$ cat config.mk
export PLATFORM = sky130hd
export DESIGN_NAME = txmb_status
export DESIGN_NICKNAME = d
export VERILOG_FILES = /design/src/rtl/txmb_pkg.sv /design/src/rtl/txmb_slot.sv /design/src/rtl/txmb_status.sv
export SDC_FILE = /design/constraint.sdc
export NUM_CORES = 1
export LEC_CHECK = 0
export BUFFER_PORTS_ARGS = -buffer_cell sky130_fd_sc_hd__buf_2
export CAP_MARGIN = 40
export CORE_ASPECT_RATIO = 1.75
export CORE_MARGIN = 8
export CORE_UTILIZATION = 38
export CTS_CLUSTER_DIAMETER = 200
export DETAILED_ROUTE_END_ITERATION = 8
export GPL_ROUTABILITY_DRIVEN = 0
export GPL_TIMING_DRIVEN = 0
export PLACE_DENSITY = 0.88
export SETUP_SLACK_MARGIN = 0.3
export SLEW_MARGIN = 20
export SYNTH_ARGS = -nofsm -noshare
export SYNTH_HDL_FRONTEND = slang
export SYNTH_SLANG_ARGS = --single-unit
$ cat constraint.sdc
create_clock -name clk -period 1.95 [get_ports clk]
set_clock_uncertainty 0.2 [all_clocks]
set_input_delay 0.195 -clock clk [delete_from_list [all_inputs] [get_ports clk]]
set_output_delay 0.195 -clock clk [all_outputs]
set_load 0.02 [all_outputs]
$ cat src/rtl/txmb_pkg.sv
package txmb_pkg;

    localparam int LANE_W   = 8;
    localparam int DONE_BIT = 0;
    localparam int ABRT_BIT = 7;

    // outcome events from the transmit engine for one mailbox
    typedef struct packed {
        logic ok;
        logic arb;
        logic err;
        logic abt;
    } mb_evt_t;

    // visible status byte of one mailbox, MSB first
    typedef struct packed {
        logic       abort;
        logic [2:0] zero;
        logic       berr;
        logic       arbl;
        logic       sent;
        logic       done;
    } mb_lane_t;

    function automatic logic evt_any(mb_evt_t e);
        return e.ok | e.arb | e.err | e.abt;
    endfunction

    function automatic mb_lane_t make_lane(logic abort, logic berr, logic arbl,
                                           logic sent, logic done);
        mb_lane_t l;
        l.abort = abort;
        l.zero  = '0;
        l.berr  = berr;
        l.arbl  = arbl;
        l.sent  = sent;
        l.done  = done;
        return l;
    endfunction

endpackage

$ cat src/rtl/txmb_slot.sv
module txmb_slot
    import txmb_pkg::*;
(
    input  logic     clk,
    input  logic     rst,
    input  logic     send_req,
    input  mb_evt_t  evt,
    input  logic     clr_done,
    input  logic     set_abort,
    output mb_lane_t lane,
    output logic     abort_pend
);

    logic pend_q, done_q, sent_q, arbl_q, berr_q, abort_q;
    logic start, finish;

    assign start  = send_req & ~pend_q;
    assign finish = pend_q & evt_any(evt);

    always_ff @(posedge clk) begin
        if (rst) begin
            pend_q  <= 1'b0;
            done_q  <= 1'b0;
            sent_q  <= 1'b0;
            arbl_q  <= 1'b0;
            berr_q  <= 1'b0;
            abort_q <= 1'b0;
        end else if (start) begin
            pend_q  <= 1'b1;
            done_q  <= 1'b0;
            sent_q  <= 1'b0;
            arbl_q  <= 1'b0;
            berr_q  <= 1'b0;
            abort_q <= 1'b0;
        end else if (finish) begin
            pend_q  <= 1'b0;
            done_q  <= 1'b1;
            sent_q  <= evt.ok;
            arbl_q  <= arbl_q | evt.arb;
            berr_q  <= berr_q | evt.err;
            abort_q <= 1'b0;
        end else begin
            if (clr_done) begin
                done_q <= 1'b0;
                sent_q <= 1'b0;
                arbl_q <= 1'b0;
                berr_q <= 1'b0;
            end
            if (set_abort && pend_q)
                abort_q <= 1'b1;
        end
    end

    assign lane       = make_lane(abort_q, berr_q, arbl_q, sent_q, done_q);
    assign abort_pend = abort_q;


    abort_needs_pend_chk: assert property (@(posedge clk) disable iff (rst)
        abort_q |-> pend_q);


    flags_follow_done_chk: assert property (@(posedge clk) disable iff (rst)
        !done_q |-> (!sent_q && !arbl_q && !berr_q));


    start_clears_chk: assert property (@(posedge clk) disable iff (rst)
        (send_req && !pend_q) |=> (pend_q && !done_q && !abort_q));


    finish_sets_chk: assert property (@(posedge clk) disable iff (rst)
        (pend_q && evt_any(evt)) |=> (done_q && !pend_q));


    abort_drop_chk: assert property (@(posedge clk) disable iff (rst)
        $fell(pend_q) |-> !abort_q);


    set_wins_chk: assert property (@(posedge clk) disable iff (rst)
        (pend_q && evt.ok && clr_done) |=> (done_q && sent_q));

endmodule

$ cat src/rtl/txmb_status.sv
module txmb_status
    import txmb_pkg::*;
#(
    parameter int NUM_MB = 3,
    parameter int BUS_W  = 32
) (
    input  logic              clk,
    input  logic              rst,
    input  logic [NUM_MB-1:0] send_req,
    input  logic [NUM_MB-1:0] ev_ok,
    input  logic [NUM_MB-1:0] ev_arb_lost,
    input  logic [NUM_MB-1:0] ev_err,
    input  logic [NUM_MB-1:0] ev_abort_done,
    input  logic              wr_en,
    input  logic [BUS_W/8-1:0] wr_be,
    input  logic [BUS_W-1:0]  wr_data,
    output logic [BUS_W-1:0]  rd_data,
    output logic [NUM_MB-1:0] abort_pend
);

    localparam int LANES = BUS_W / LANE_W;

    logic wr_unused;
    assign wr_unused = ^{wr_data, wr_be};

    initial begin
        if (NUM_MB > LANES)
            $error("txmb_status: more mailboxes than byte lanes");
    end

    for (genvar i = 0; i < LANES; i++) begin : g_lane
        if (i < NUM_MB) begin : g_mb
            mb_evt_t  evt;
            mb_lane_t lane;
            logic     lane_wr;

            assign evt.ok  = ev_ok[i];
            assign evt.arb = ev_arb_lost[i];
            assign evt.err = ev_err[i];
            assign evt.abt = ev_abort_done[i];
            assign lane_wr = wr_en & wr_be[i];

            txmb_slot u_slot (
                .clk        (clk),
                .rst        (rst),
                .send_req   (send_req[i]),
                .evt        (evt),
                .clr_done   (lane_wr & wr_data[i*LANE_W + DONE_BIT]),
                .set_abort  (lane_wr & wr_data[i*LANE_W + ABRT_BIT]),
                .lane       (lane),
                .abort_pend (abort_pend[i])
            );

            assign rd_data[i*LANE_W +: LANE_W] = lane;
        end else begin : g_pad
            assign rd_data[i*LANE_W +: LANE_W] = '0;
        end
    end

endmodule

* Yosys cells after proc, flatten, opt, wreduce, memory -nomap -nowiden *
Index checks and enable logic that the tools add are counted.

cells by class
  muxes and demuxes = 21
  bitwise logic cells = 33
  reductions and logical operators = 15

operators by type and width
  operator            number
  2-to-1 mux 1 bit    21
  bitwise AND 1 bit   15
  OR 1 bit            15
  nonzero test 2 bit  6
  OR reduction 3 bit  3
  OR reduction 2 bit  3
  logical AND 1 bit   3
  inverter 1 bit      3

word-level totals
  output and inout port bits = 35
  word-level logic and storage cells = 87
  bits in registers = 18

* Depth between registers and ports, before layout *
  word-level depth = 6
  gate-level depth with buffers = 3
  depth with buffers taken out = 3

* Hierarchy *
From an unflattened synthesis, not the netlist that was laid out.

unflattened totals
  cells, all modules = 126
  area total of the unflattened synthesis = 1073.5 µm²

by module, submodules not included
  module       instances  cells each  area each (µm²)
  txmb_slot    3          37          324.1
  txmb_status  1          15          101.3

* Worst setup path before layout *
No wires, ideal clock.

  path type = in2reg
  start point = in ev_arb_lost[0]
  end point = reg g_lane[0].g_mb.u_slot.sent_q
  library setup time = 70 ps
  cell stages on the path = 3
  arrival = 937 ps
  data required time = 1680 ps
  setup slack = 743 ps
  cells stage by stage = o41a_1 > nand3b_1 > a21oi_1

on the way
  longest elaborated chain between the ends = 5

ends and longest elaborated chain
  what                                                           RTL line           text
  start: declaration                                             txmb_status.sv:11  input logic [NUM_MB-1:0] ev_arb_lost,
  OR 1 bit (*) (3 in series)                                     txmb_pkg.sv:26     return e.ok | e.arb | e.err | e.abt;
  bitwise AND 1 bit (*)                                          txmb_slot.sv:18    assign finish = pend_q & evt_any(evt);
  2-to-1 mux 1 bit / nonzero test 2 bit (equally long branches)  -
  end signal: assignment                                         txmb_slot.sv:38    sent_q <= evt.ok;
  end: declaration                                               txmb_slot.sv:14    logic pend_q, done_q, sent_q, arbl_q, berr_q, abort_q;

Mark *: on every way between the ends. The rest lies on a longest branch, timed or not.
A chain may end at the register's enable or synchronous reset.

* Worst setup path after layout *
  start point = in ev_err[1]
  end point = reg g_lane[1].g_mb.u_slot.berr_q

on the way
  longest elaborated chain between the ends = 4

ends and longest elaborated chain
  what                                                           RTL line           text
  start: declaration                                             txmb_status.sv:12  input logic [NUM_MB-1:0] ev_err,
  OR 1 bit (2 in series)                                         txmb_pkg.sv:26
  bitwise AND 1 bit                                              txmb_slot.sv:18
  2-to-1 mux 1 bit / nonzero test 2 bit (equally long branches)  -
  end signal: assignment                                         txmb_slot.sv:40    berr_q <= berr_q | evt.err;
  end: declaration                                               txmb_slot.sv:14

Several ways; a longest one is shown, not always the timed one.

==> impl_metrics.ini <==
[run_status]
status = completed

[clock_tree]
cts_root_buf = clkbuf_8
cts_buffer_depth = 2
path_clk_slew_ns = 0.06
cts_buffers = 3
cts_tree = done
clk_latency_ns = 0.25
clock-sinks = 18
h-tree-depth = 1

[global_routing]
grt_pass1_wl_mm = 3.47
overflow = 0
grt_max_degree = 10
antenna_found_initial = 0
grt_pass1_vias = 840
track_usage = 0.106

[setup_path]
path_buf_inv = 2
slowest_stage = dlygate4sd3_1
slowest_delay_ns = 0.54
critical_path.startpoint_type = input port
cp.required_ns = 1.89
r2r_cells = 3
endpoint_kind = register
crit_family = buffers and inverters
cp.depth = 5
reg2reg_slack_ns = 0.65
crit_arrival_ns = 1.52
worstSetupPathType = input port to register
worstPathCellList = dlygate4sd3_1 > buf_2 > o41a_1 > o21ai_0 > a21oi_1
crit_fanout = 6

[final_layout]
stdcell_area_um2 = 1310
final.fill_count = 235
syn_to_final_growth_pct = 40.2
nets = 231
final_core_util = 0.543
finish.cell_count_without_fillers = 201
drive_gt1_frac = 0.469
n_antenna_cell = 0

[pwr]
ir_worst_vdd_uv = 303
p_leak_nw = 0.703
power.density_nw_per_um2 = 638

[timing]
finalSetupViolCount = 0
final-max-slew-violation-count = 0
period_needed_ns = 1.58
hold_viol = 0
max_freq_mhz = 631
fin_tns_setup_ns = 0
rsz0062_at_grt = yes
holdWs_ns = 0.000957
min_period_over_period = 0.813

[floorplan]
start_util = 0.388
core_area_um2 = 2400
dieArea_um2 = 4350
die_w_um = 53.4
fp.dieH_um = 81.5
io_pins = 89
rows = 24

[synthesis]
yosys-top-cells-area = dfxtp_1, buf_4, a21oi_1
ys_seq_elements = 18
syn_inst = 110
yosysTopAreaCellShare = 0.387
synth_edf_count = 0
yosysUniqueCellTypes = 14
synth_common_cells = buf_4, dfxtp_1, a21oi_1, nor3_1
netlist_area_um2 = 931
synthFlopType = dfxtp_1
ys_warn_count = 0
synthArstFlopShare = 0
avgSynthCellArea_um2 = 8.46
seq_area_frac_synth = 0.387
yosysMostFrequentCell = buf_4
yosysTopAreaCell = dfxtp_1

[drt]
wl_per_cell_um = 11.9
wirelength_mm = 2.39
route.detailed.drc = 0
drtIter0Drc = 14
first_pass_iters = 4
vias_per_cell = 4.48
ant_nets = 0
vias = 900

[placed_design]
dp_hpwl_mm = 1.97
io_buffers = 44
place_inst = 196
placed_cell_area_um2 = 1240

[flow_run]
maxCapViolCount = 0

[worst_hold_path]
hold_path.class = input port to register
min_path_cells = 3
[layout make-up]
type / instances / area, um2 / area share
flip-flops and latches: 18 / 360 / 0.276
plain buffers: 35 / 263 / 0.201
inverters: 3 / 11.3 / 0.00863
repair buffers: 46 / 240 / 0.184
clock buffers: 3 / 41.3 / 0.0316
multi-input cells: 70 / 357 / 0.273
well taps: 26 / 32.5 / 0.0249
[final timing paths]
path,startpoint,endpoint
hold reg to reg,g_lane[1].g_mb.u_slot.berr_q$_SDFFE_PP0P_,g_lane[1].g_mb.u_slot.berr_q$_SDFFE_PP0P_
hold / removal,ev_err[0],g_lane[0].g_mb.u_slot.berr_q$_SDFFE_PP0P_
setup reg to reg,g_lane[0].g_mb.u_slot.pend_q$_SDFFE_PP0P_,g_lane[0].g_mb.u_slot.arbl_q$_SDFFE_PP0P_
setup / recovery,ev_err[1],g_lane[1].g_mb.u_slot.berr_q$_SDFFE_PP0P_
[routing by layer]
metal	vias to the layer above	global-route usage	wire length (um)
met2	48	0.193	1340
met1	391	0.0978	780
met3	4	0.0272	221
met4	0	0.0660	46
met5	-	0	0
li1	457	-	-
[worst register-to-register path: stages, from the launching register on]
cell and delay (ns):
dfxtp_1 0.44, o41a_1 0.32, o21ai_0 0.12, a21oi_1 0.15
[placed cells by master (no fill, tap or decap), drive strengths merged]
cell and n:
nor3 8, conb 17, a41oi 3, dlygate4sd3 2, nand2 7, buf 79, a21o 3, nor2 7
a21oi 12, nand3b 3, nand3 3, dfxtp 18, inv 3, o21ai 4, clkbuf 3, o41a 3
[stage by stage]
stage	setup WS (ns)	power (mW)
2_1_floorplan	0.743	0.530
3_3_place_gp	0.569	0.582
3_5_place_dp	0.531	0.585
4_1_cts	0.328	0.837
5_1_grt	0.283	0.884
6_report	0.365	0.833
[where the power goes]
part | total [mW] | internal, mW | switching (mW)
registers | 0.398 | 0.384 | 0.0143
logic | 0.184 | 0.0855 | 0.0988
clock network | 0.250 | 0.137 | 0.113
total | 0.833 | 0.606 | 0.226
[registers in the layout, indices dropped and copies added, names as in the netlist]
signal and cells:
g_lane.g_mb.u_slot.sent_q 3, g_lane.g_mb.u_slot.berr_q 3, g_lane.g_mb.u_slot.abort_pend 3, g_lane.g_mb.u_slot.arbl_q 3
g_lane.g_mb.u_slot.done_q 3, g_lane.g_mb.u_slot.pend_q 3
[what timing repair did]
item                                   4_1_cts  5_1_grt
buffers inserted                             0        0
endpoints found under the hold margin        1        1
hold buffers                                 1        1
gates resized for setup                      0        0
setup endpoints to repair                    0        3
[logic make-up after synthesis]
logic type	Yosys count	synth area share
buffers and inverters	38	0.294
AND/OR/NAND/NOR	28	0.140
AO/OA/AOI/OAI	25	0.175
flip-flops	18	0.387
other	1	0.00403
Note: power is estimated with default switching activity, not from simulation.
